--- config.mk ---
export PLATFORM = sky130hd
export DESIGN_NAME = clk_tune_unit
export DESIGN_NICKNAME = d
export VERILOG_FILES = /design/src/rtl/ctu_pkg.sv /design/src/rtl/ctu_regs.sv /design/src/rtl/ctu_meas.sv /design/src/rtl/ctu_div.sv /design/src/rtl/clk_tune_unit.sv
export SDC_FILE = /design/constraint.sdc
export NUM_CORES = 1
export LEC_CHECK = 0
export ABC_AREA = 1
export BUFFER_PORTS_ARGS = -buffer_cell sky130_fd_sc_hd__buf_2
export CAP_MARGIN = 20
export CORE_ASPECT_RATIO = 0.8
export CORE_MARGIN = 2
export CORE_UTILIZATION = 52
export DETAILED_ROUTE_END_ITERATION = 7
export HOLD_SLACK_MARGIN = 0.03
export MAX_ROUTING_LAYER = met4
export PLACE_DENSITY = 0.73
export SETUP_SLACK_MARGIN = 0.3
export SLEW_MARGIN = 40
export SYNTH_ARGS = -nofsm -noshare
export SYNTH_HDL_FRONTEND = slang
export SYNTH_SLANG_ARGS = --single-unit
--- constraint.sdc ---
create_clock -name clk -period 1.8 [get_ports clk]
set_input_delay 0.09 -clock clk [delete_from_list [all_inputs] [get_ports clk]]
set_output_delay 0.09 -clock clk [all_outputs]
set_load 0.03 [all_outputs]
--- src/rtl/ctu_pkg.sv ---
package ctu_pkg;

    typedef enum logic [1:0] {
        MS_IDLE  = 2'd0,
        MS_ARM   = 2'd1,
        MS_COUNT = 2'd2
    } meas_st_e;

    typedef struct packed {
        logic       we;
        logic [7:0] idx;
        logic [7:0] wdata;
    } bus_wr_t;

endpackage

--- src/rtl/ctu_regs.sv ---
module ctu_regs #(
    parameter int          DIV_W       = 12,
    parameter int          CNT_W       = 16,
    parameter logic [11:0] DIV_RST     = 12'h3E7,
    parameter logic [7:0]  PINSEL_RST  = 8'h02,
    parameter logic [7:0]  PINSEL_MASK = 8'hE3,
    parameter logic [7:0]  IDX_CTRL    = 8'h29,
    parameter logic [7:0]  IDX_LO      = 8'h2A,
    parameter logic [7:0]  IDX_HI      = 8'h2B
) (
    input  logic                  clk,
    input  logic                  rst_n,
    input  logic                  bank_i,
    input  ctu_pkg::bus_wr_t      wr_i,
    input  logic [CNT_W-1:0]      count_i,
    output logic [7:0]            rdata_o,
    output logic [DIV_W-1:0]      div_o,
    output logic                  start_o
);
    localparam int HI_W = DIV_W - 8;

    typedef struct packed {
        logic [DIV_W-1:0] div;
        logic [7:0]       rsvd;
        logic [7:0]       pinsel;
        logic             start;
    } regs_t;

    regs_t st_d, st_q;

    always_comb begin
        st_d       = st_q;
        st_d.start = 1'b0;
        if (wr_i.we) begin
            if (bank_i) begin
                if (wr_i.idx == IDX_CTRL) begin
                    st_d.div[DIV_W-1:8] = wr_i.wdata[HI_W-1:0];
                    st_d.start          = wr_i.wdata[7];
                end else if (wr_i.idx == IDX_LO) begin
                    st_d.div[7:0] = wr_i.wdata;
                end
            end else begin
                if (wr_i.idx == IDX_LO) begin
                    st_d.rsvd = wr_i.wdata;
                end else if (wr_i.idx == IDX_HI) begin
                    st_d.pinsel = wr_i.wdata & PINSEL_MASK;
                end
            end
        end
    end

    always_ff @(posedge clk or negedge rst_n) begin
        if (!rst_n) begin
            st_q.div    <= DIV_RST[DIV_W-1:0];
            st_q.rsvd   <= 8'h00;
            st_q.pinsel <= PINSEL_RST & PINSEL_MASK;
            st_q.start  <= 1'b0;
        end else begin
            st_q <= st_d;
        end
    end

    always_comb begin
        rdata_o = 8'h00;
        if (bank_i) begin
            if (wr_i.idx == IDX_CTRL)    rdata_o = {{(8-HI_W){1'b0}}, st_q.div[DIV_W-1:8]};
            else if (wr_i.idx == IDX_LO) rdata_o = count_i[7:0];
            else if (wr_i.idx == IDX_HI) rdata_o = count_i[15:8];
        end else begin
            if (wr_i.idx == IDX_LO)      rdata_o = st_q.rsvd;
            else if (wr_i.idx == IDX_HI) rdata_o = st_q.pinsel;
        end
    end

    assign div_o   = st_q.div;
    assign start_o = st_q.start;

    // start pulse only from a bank-1 control write with bit 7 set
    assert_start_decode_R1: assert property (@(posedge clk) disable iff (!rst_n)
        start_o |-> $past(wr_i.we && bank_i && wr_i.idx == IDX_CTRL && wr_i.wdata[7]));

    // divisor untouched while the bank is clear
    assert_bank0_div_R9: assert property (@(posedge clk) disable iff (!rst_n)
        !bank_i |=> $stable(div_o));

endmodule

--- src/rtl/ctu_meas.sv ---
module ctu_meas #(
    parameter int CNT_W     = 16,
    parameter int WIN_EDGES = 10,
    parameter int SYNC_N    = 2
) (
    input  logic             clk,
    input  logic             rst_n,
    input  logic             slow_i,
    input  logic             start_i,
    output logic             busy_o,
    output logic [CNT_W-1:0] result_o
);
    import ctu_pkg::*;

    localparam int             EW      = $clog2(WIN_EDGES);
    localparam logic [EW-1:0]  LAST_E  = EW'(WIN_EDGES - 1);
    localparam logic [CNT_W-1:0] CMAX  = '1;

    typedef struct packed {
        logic [SYNC_N:0]  sync;
        meas_st_e         st;
        logic [EW-1:0]    edges;
        logic [CNT_W-1:0] run;
        logic [CNT_W-1:0] result;
    } meas_t;

    meas_t m_d, m_q;
    logic  slow_edge;
    logic  done;
    logic [CNT_W-1:0] run_inc;

    assign slow_edge = m_q.sync[SYNC_N-1] & ~m_q.sync[SYNC_N];
    assign run_inc   = (m_q.run == CMAX) ? CMAX : m_q.run + 1'b1;
    assign done      = (m_q.st == MS_COUNT) && slow_edge && (m_q.edges == LAST_E);

    always_comb begin
        m_d      = m_q;
        m_d.sync = {m_q.sync[SYNC_N-1:0], slow_i};
        unique case (m_q.st)
            MS_IDLE: begin
                if (start_i) m_d.st = MS_ARM;
            end
            MS_ARM: begin
                if (slow_edge) begin
                    m_d.st    = MS_COUNT;
                    m_d.run   = '0;
                    m_d.edges = '0;
                end
            end
            MS_COUNT: begin
                m_d.run = run_inc;
                if (done) begin
                    m_d.result = run_inc;
                    m_d.st     = MS_IDLE;
                end else if (slow_edge) begin
                    m_d.edges = m_q.edges + 1'b1;
                end
            end
            default: m_d.st = MS_IDLE;
        endcase
    end

    always_ff @(posedge clk or negedge rst_n) begin
        if (!rst_n) begin
            m_q.sync   <= '0;
            m_q.st     <= MS_IDLE;
            m_q.edges  <= '0;
            m_q.run    <= '0;
            m_q.result <= '0;
        end else begin
            m_q <= m_d;
        end
    end

    assign busy_o   = (m_q.st != MS_IDLE);
    assign result_o = m_q.result;

    assert_start_busy_R1: assert property (@(posedge clk) disable iff (!rst_n)
        (start_i && !busy_o) |=> busy_o);

    assert_result_hold_R3: assert property (@(posedge clk) disable iff (!rst_n)
        !done |=> $stable(result_o));

    assert_restart_ignored_R4: assert property (@(posedge clk) disable iff (!rst_n)
        (m_q.st == MS_COUNT && start_i && !done) |=> (m_q.st == MS_COUNT));

    assert_saturate_R5: assert property (@(posedge clk) disable iff (!rst_n)
        (m_q.st == MS_COUNT && m_q.run == CMAX && !done) |=> (m_q.run == CMAX));

endmodule

--- src/rtl/ctu_div.sv ---
module ctu_div #(
    parameter int DIV_W = 12
) (
    input  logic             clk,
    input  logic             rst_n,
    input  logic             tick_i,
    input  logic [DIV_W-1:0] div_i,
    output logic             pulse_o
);
    typedef struct packed {
        logic             prev;
        logic [DIV_W-1:0] cnt;
        logic             pulse;
    } div_t;

    div_t v_d, v_q;
    logic tick_edge;

    assign tick_edge = tick_i & ~v_q.prev;

    always_comb begin
        v_d       = v_q;
        v_d.prev  = tick_i;
        v_d.pulse = 1'b0;
        if (tick_edge) begin
            if (v_q.cnt >= div_i) begin
                v_d.cnt   = '0;
                v_d.pulse = 1'b1;
            end else begin
                v_d.cnt = v_q.cnt + 1'b1;
            end
        end
    end

    always_ff @(posedge clk or negedge rst_n) begin
        if (!rst_n) begin
            v_q <= '0;
        end else begin
            v_q <= v_d;
        end
    end

    assign pulse_o = v_q.pulse;

    assert_pulse_single_R8: assert property (@(posedge clk) disable iff (!rst_n)
        pulse_o |=> !pulse_o);

    assert_pulse_on_edge_R8: assert property (@(posedge clk) disable iff (!rst_n)
        $rose(pulse_o) |-> $past(tick_i));

endmodule

--- src/rtl/clk_tune_unit.sv ---
module clk_tune_unit #(
    parameter int          DIV_W     = 12,
    parameter int          CNT_W     = 16,
    parameter int          WIN_EDGES = 10,
    parameter int          SYNC_N    = 2,
    parameter logic [11:0] DIV_RST   = 12'h3E7
) (
    input  logic       clk,
    input  logic       rst_n,
    input  logic       prog_en_i,
    input  logic       reg_we_i,
    input  logic [7:0] reg_idx_i,
    input  logic [7:0] reg_wdata_i,
    output logic [7:0] reg_rdata_o,
    input  logic       slow_osc_i,
    input  logic       tick_10k_i,
    output logic       tick_10hz_o,
    output logic       busy_o
);
    import ctu_pkg::*;

    bus_wr_t          wr;
    logic [CNT_W-1:0] result;
    logic [DIV_W-1:0] divisor;
    logic             start;

    assign wr = '{we: reg_we_i, idx: reg_idx_i, wdata: reg_wdata_i};

    ctu_regs #(
        .DIV_W   (DIV_W),
        .CNT_W   (CNT_W),
        .DIV_RST (DIV_RST)
    ) u_regs (
        .clk     (clk),
        .rst_n   (rst_n),
        .bank_i  (prog_en_i),
        .wr_i    (wr),
        .count_i (result),
        .rdata_o (reg_rdata_o),
        .div_o   (divisor),
        .start_o (start)
    );

    ctu_meas #(
        .CNT_W     (CNT_W),
        .WIN_EDGES (WIN_EDGES),
        .SYNC_N    (SYNC_N)
    ) u_meas (
        .clk      (clk),
        .rst_n    (rst_n),
        .slow_i   (slow_osc_i),
        .start_i  (start),
        .busy_o   (busy_o),
        .result_o (result)
    );

    ctu_div #(
        .DIV_W (DIV_W)
    ) u_div (
        .clk     (clk),
        .rst_n   (rst_n),
        .tick_i  (tick_10k_i),
        .div_i   (divisor),
        .pulse_o (tick_10hz_o)
    );

endmodule

# Word-level counts from Yosys, hierarchy flattened
# Index checks and enable logic that the tools add are counted.
op_classes:
  addsub: 3
  magnitude_cmp: 1
  n_eq_ne: 12
  muxes: 20
  bitwise: 7
  n_reduce_logical: 13
op_table:
  columns: ["operator", "count"]
  rows:
  - ["$mux 8", 6]
  - ["$pmux 20 s2", 1]
  - ["$eq 8x6->1 const B", 3]
  - ["$mux 22", 1]
  - ["$add 16x1->16 const B", 1]
  - ["$eq 16x16->1 const B", 1]
  - ["$mux 16", 1]
  - ["$add 12x1->12 const B", 1]
  - ["$ge 12x12->1", 1]
  - ["$mux 12", 1]
  - ["$reduce_and 4->1", 3]
  - ["$reduce_and 3->1", 3]
  - ["$mux 4", 2]
  - ["$ne 2x1->1 const B", 3]
  - ["$pmux 2 s3", 1]
  - ["$mux 1", 5]
  - ["$not 1->1", 5]
  - ["$add 4x1->4 const B", 1]
  - ["$eq 4x4->1 const B", 1]
  - ["$mux 2", 2]
  - ["$ne 2x2->1 const B", 2]
  - ["$reduce_and 2->1", 2]
  - ["$reduce_bool 2->1", 2]
  - ["$and 1x1->1", 2]
  - ["4 further kinds", 5]
totals:
  register_bits: 81
  input_bits: 22
  output_inout_bits: 10

# Logic depth before layout (Yosys ltp)
depth:
  depth_word: 6
  mapped_depth: 12
  ltp_nobuf: 12

# By module
# Synthesis repeated with hierarchy kept, for this count alone.
hier_totals:
  hier_cells: 644
  area_unflattened_um2: 5024.8
modules_own_cells:
  columns: ["mod", "instances", "cells_each", "area_per_inst_um2", "seq_area_each_um2"]
  rows:
  - ["ctu_meas", 1, 283, 2269.7, 1026.0]
  - ["ctu_regs", 1, 219, 1684.1, 661.9]
  - ["ctu_div", 1, 142, 1071.0, 350.3]

# Worst setup path after synthesis
# OpenSTA, ideal clock, no wires.
synth_timing:
  kind: "register to register"
  start: "register u_regs.st_q (netlist bit u_regs.div_o[9])"
  end: "register u_div.v_q[10] (netlist name)"
  arrival_ns: 1.556
  t_required_ns: 1.668
  setup_slack_ns: 0.113
  stages_incl_launch_ff: 10
  synth_period_minus_slack_ns: 1.687
  path_cell_list: "dfstp_2 inv_1 ha_1 nand2_1 nor2_1 nand2_1 nor2_1 nand2_1 a21oi_2 nor2_1"
synth_via:
  elab_chain_len: 2
synth_lines:
  columns: ["item", "line_no", "source"]
  rows:
  - ["start: declaration", "ctu_regs.sv:29", "regs_t st_d, st_q;"]
  - ["start signal: assignment", "ctu_regs.sv:59", "st_q <= st_d;"]
  - ["$ge 12x12->1", "ctu_div.sv:26", "if (v_q.cnt >= div_i) begin"]
  - ["$mux 12", "ctu_div.sv:26", null]
  - ["end signal: assignment", "ctu_div.sv:39", "v_q <= v_d;"]
  - ["end: declaration", "ctu_div.sv:16", "div_t v_d, v_q;"]
# Every way passes these cells.
# A chain may end at the register's enable or synchronous reset.

# Worst setup path after layout
layout_timing:
  start: "register u_regs.st_q (netlist bit u_regs.div_o[7])"
  end: "register u_div.v_q[12] (netlist name)"
# The elaborated chain is that of the path after synthesis.

==> summary.md <==
| Metric | Value |
|---|---|
| Seq/Total Area, Yosys | `44.93%` |
| Clock Latency Late Sink | `0.37 ns` |
| Yosys warning total | `0` |
| Pwr/cell area | `643.4 nW/µm²` |
| Register area | `2038 µm²` |
| Final GP Congestion | `0.8916` |
| Number of synthesized flops with an enable pin | `0` |
| CP required | `2.10 ns` |
| Wire per inst | `15.23 µm` |
| Max-slew headroom | `63.33%` |
| DP Worst Slack | `-0.01055 ns` |
| Hold Fails Final Rpt | `0` |
| Total Wirelength | `12.16 mm` |
| CP Max Fanout | `3` |
| H-tree depth | `3` |
| # Max-Cap Violations | `0` |
| Multi-input logic area | `2640 µm²` |
| Root buffer cell | `clkbuf_8` |
| Vias per cell | `5.239` |
| Layout Cells excl Fill | `798` |
| VDD IR max | `0.0004509 V` |
| CTS sink count | `81` |
| Routed Antenna Nets | `0` |
| Drt pass-1 iters | `4` |
| Total Routing Usage GR | `26.29%` |
| Cells after synthesis | `597` |
| Slowest CP cell | `dfstp_2` |
| Worst Clk Skew | `0.009394 ns` |
| Crit path time final | `1.782 ns` |
| Unrepaired setup endpoints after global routing | `yes` |
| Final Power | `3.895 mW` |
| Fraction of layout cells with a size suffix above 1 | `31.34%` |
| Syn-to-layout area delta | `33.43%` |
| N_diodes | `0` |
| Final period util | `99.00%` |
| Most frequent cells in the layout | `nand2_1, inv_1, dfrtp_1` |
| Final worst slack | `0.01799 ns` |
| Initial DRC count | `329` |
| CTS tree | `yes` |
| DRC | `0` |
| Row count | `30` |
| Critical path, cell by cell | `inv_1 > ha_1 > nand2_1 > inv_1 > nand2_4 > nor2_4 > nor2_4 > nand2_2 > nand2_1 > nand2_1 > inv_1` |
| DP Wirelength | `7.678 mm` |
| Clk pin slew, worst setup/hold paths | `0.09 ns` |
| DIE WIDTH | `108.4 µm` |
| Die height | `87.55 µm` |
| Placed Cells | `741` |
| First-pass GRT wire length | `18.55 mm` |
| CP Class | `flip-flop to flip-flop` |
| Vias in the first global route | `3949` |
| Yosys reg bits | `81` |
| I/O Pins | `32` |
| Status | `finished, final reports clean` |
| Synthesized area | `4537 µm²` |
| CTS buffer count | `9` |
| Critical path data arrival time | `2.09 ns` |
| Initial Util | `53.48%` |
| Max Fclk | `561.2 MHz` |
| Port Buffers | `31` |
| Leakage | `3.059 nW` |
| CP max stage delay | `0.54 ns` |
| Core box area | `8483 µm²` |
| Final TNS setup | `0 ns` |
| Main synth FF type | `dfrtp_1` |
| Synth cell types | `36` |
| Final slew viol count | `0` |
| Mean area per synthesized cell | `7.599 µm²` |
| Post-synthesis net count | `635` |
| Commonest non-fill, non-tap cell in the layout | `nand2_1` |
| Die Area | `9493 µm²` |
| Initial antenna violation count | `0` |
| Nets@finish | `719` |
| FFs w/ async S/R, synth | `100.0%` |
| Final setup violation count | `0` |
| Slew @ Worst Pin | `0.5461 ns` |
| Worst Hold Class | `input pin to flip-flop` |
| Clock buffer depth | `2` |
| Largest net degree at the start of global routing | `39` |
| Vias | `4181` |
| CP Capture Type | `flip-flop` |
| Fillers | `659` |
| CP Launch Type | `flip-flop` |
| Grt total ovfl | `0` |
-- cell usage after synthesis, types with 2 or more instances --
master / instances / area [µm²]
a21oi_1: 7 / 35.03
a31oi_1: 4 / 25.02
buf_4: 2 / 15.01
buf_6: 4 / 45.04
clkinv_1: 3 / 11.26
dfrtp_1: 72 / 1802
dfstp_2: 9 / 236.5
ha_1: 16 / 200.2
inv_1: 80 / 300.3
inv_2: 3 / 11.26
nand2_1: 209 / 784.5
nand2_2: 6 / 37.54
nand3_1: 39 / 195.2
nand3_2: 5 / 50.05
nand4_1: 11 / 68.82
nor2_1: 54 / 202.7
nor2_2: 2 / 12.51
nor2_4: 3 / 33.78
nor3_1: 3 / 15.01
nor3_4: 2 / 32.53
o21ai_0: 31 / 155.2
o21ai_1: 4 / 20.02
o21ai_2: 3 / 26.28
o21bai_1: 2 / 15.01
or2_0: 2 / 12.51
xnor2_1: 4 / 35.03
xor2_1: 8 / 70.07
-- critical path: cells and delay by family (launching register included) --
kind | cells | cell delay (ns)
and+or+nand+nor | 7 | 0.70
DFF | 1 | 0.54
buffers and inverters | 3 | 0.18
adders and majority gates | 1 | 0.31
-- power breakdown --
part	leakage, nW	switching, mW	internal, mW	total, mW
logic	1.90	0.306	0.196	0.502
registers	1.06	0.0417	1.87	1.91
clock network	0.108	0.660	0.820	1.48
total	3.06	1.01	2.89	3.89
-- per-layer routing --
| layer | global-route usage [%] | share of wire, % |
|---|---|---|
| met1 | 34.98 | 45 |
| met2 | 39.89 | 48 |
| met3 | 7.292 | 5.3 |
| met4 | 6.876 | 1.8 |
| met5 | - | 0 |
-- state kept, by name, summed over array words and instances (netlist names) --
signal,count
u_meas.m_q,23
u_regs.st_q,13
u_regs.start_o,1
u_meas.m_d,2
u_div.pulse_o,1
u_meas.result_o,16
u_regs.div_o,12
u_div.v_q,13
-- cells by family after synthesis --
group | after synthesis | synth area share, %
simple gates | 341 | 33.09
buf+inv | 93 | 8.549
flops | 81 | 44.93
compound gates | 53 | 6.481
fa+ha+maj | 16 | 4.413
xor+xnor | 12 | 2.317
mux | 1 | 0.2206
-- stage by stage --
stage / util [%] / hold WS (ns) / area [µm²]
global route: 71.36 / 0.1945 / 6053
CTS: 64.65 / 0.1476 / 5484
floorplan: - / -0.2056 / 4557
finish: 71.36 / 0.1562 / 6053
detailed placement: 57.46 / 0.03401 / 4875
global placement: 57.46 / 0.03008 / 4875
-- path summary, 6_finish.rpt --
| path | from | to | slack, ns | cells after the start |
|---|---|---|---|---|
| setup / recovery | u_regs.div_o[7] | u_div.v_q[12] | 0.02 | 11 |
| hold / removal | reg_we_i | u_regs.div_o[5] | 0.16 | 5 |
| setup reg to reg | u_regs.div_o[7] | u_div.v_q[12] | 0.02 | 11 |
| hold reg to reg | u_meas.m_d[39] | u_meas.m_d[40] | 0.37 | 0 |
| max in group asynchronous | rst_n | u_meas.m_q[28] | 1.02 | 3 |
| min in group asynchronous | rst_n | u_meas.m_q[32] | 0.18 | 2 |
-- cell type report --
class                           instances  share of cell area, %
Multi-Input combinational cell        424                  43.61
Timing Repair Buffer                   79                  11.47
Clock buffer                           13                  2.460
Tap cell                              112                  2.315
Clock inverter                          3                  1.075
Inverter                               86                  5.395
Sequential cell                        81                  33.67
-- timing repair --
action                     4_1_cts  5_1_grt
gates resized for setup         23      130
hold endpoints to repair        70        0
setup endpoints to repair       49       58
pin swaps                       14       36
buffers inserted                18        8
hold buffers                    11        0
cloned                           3        1
Note: power is estimated with default switching activity, not from simulation.
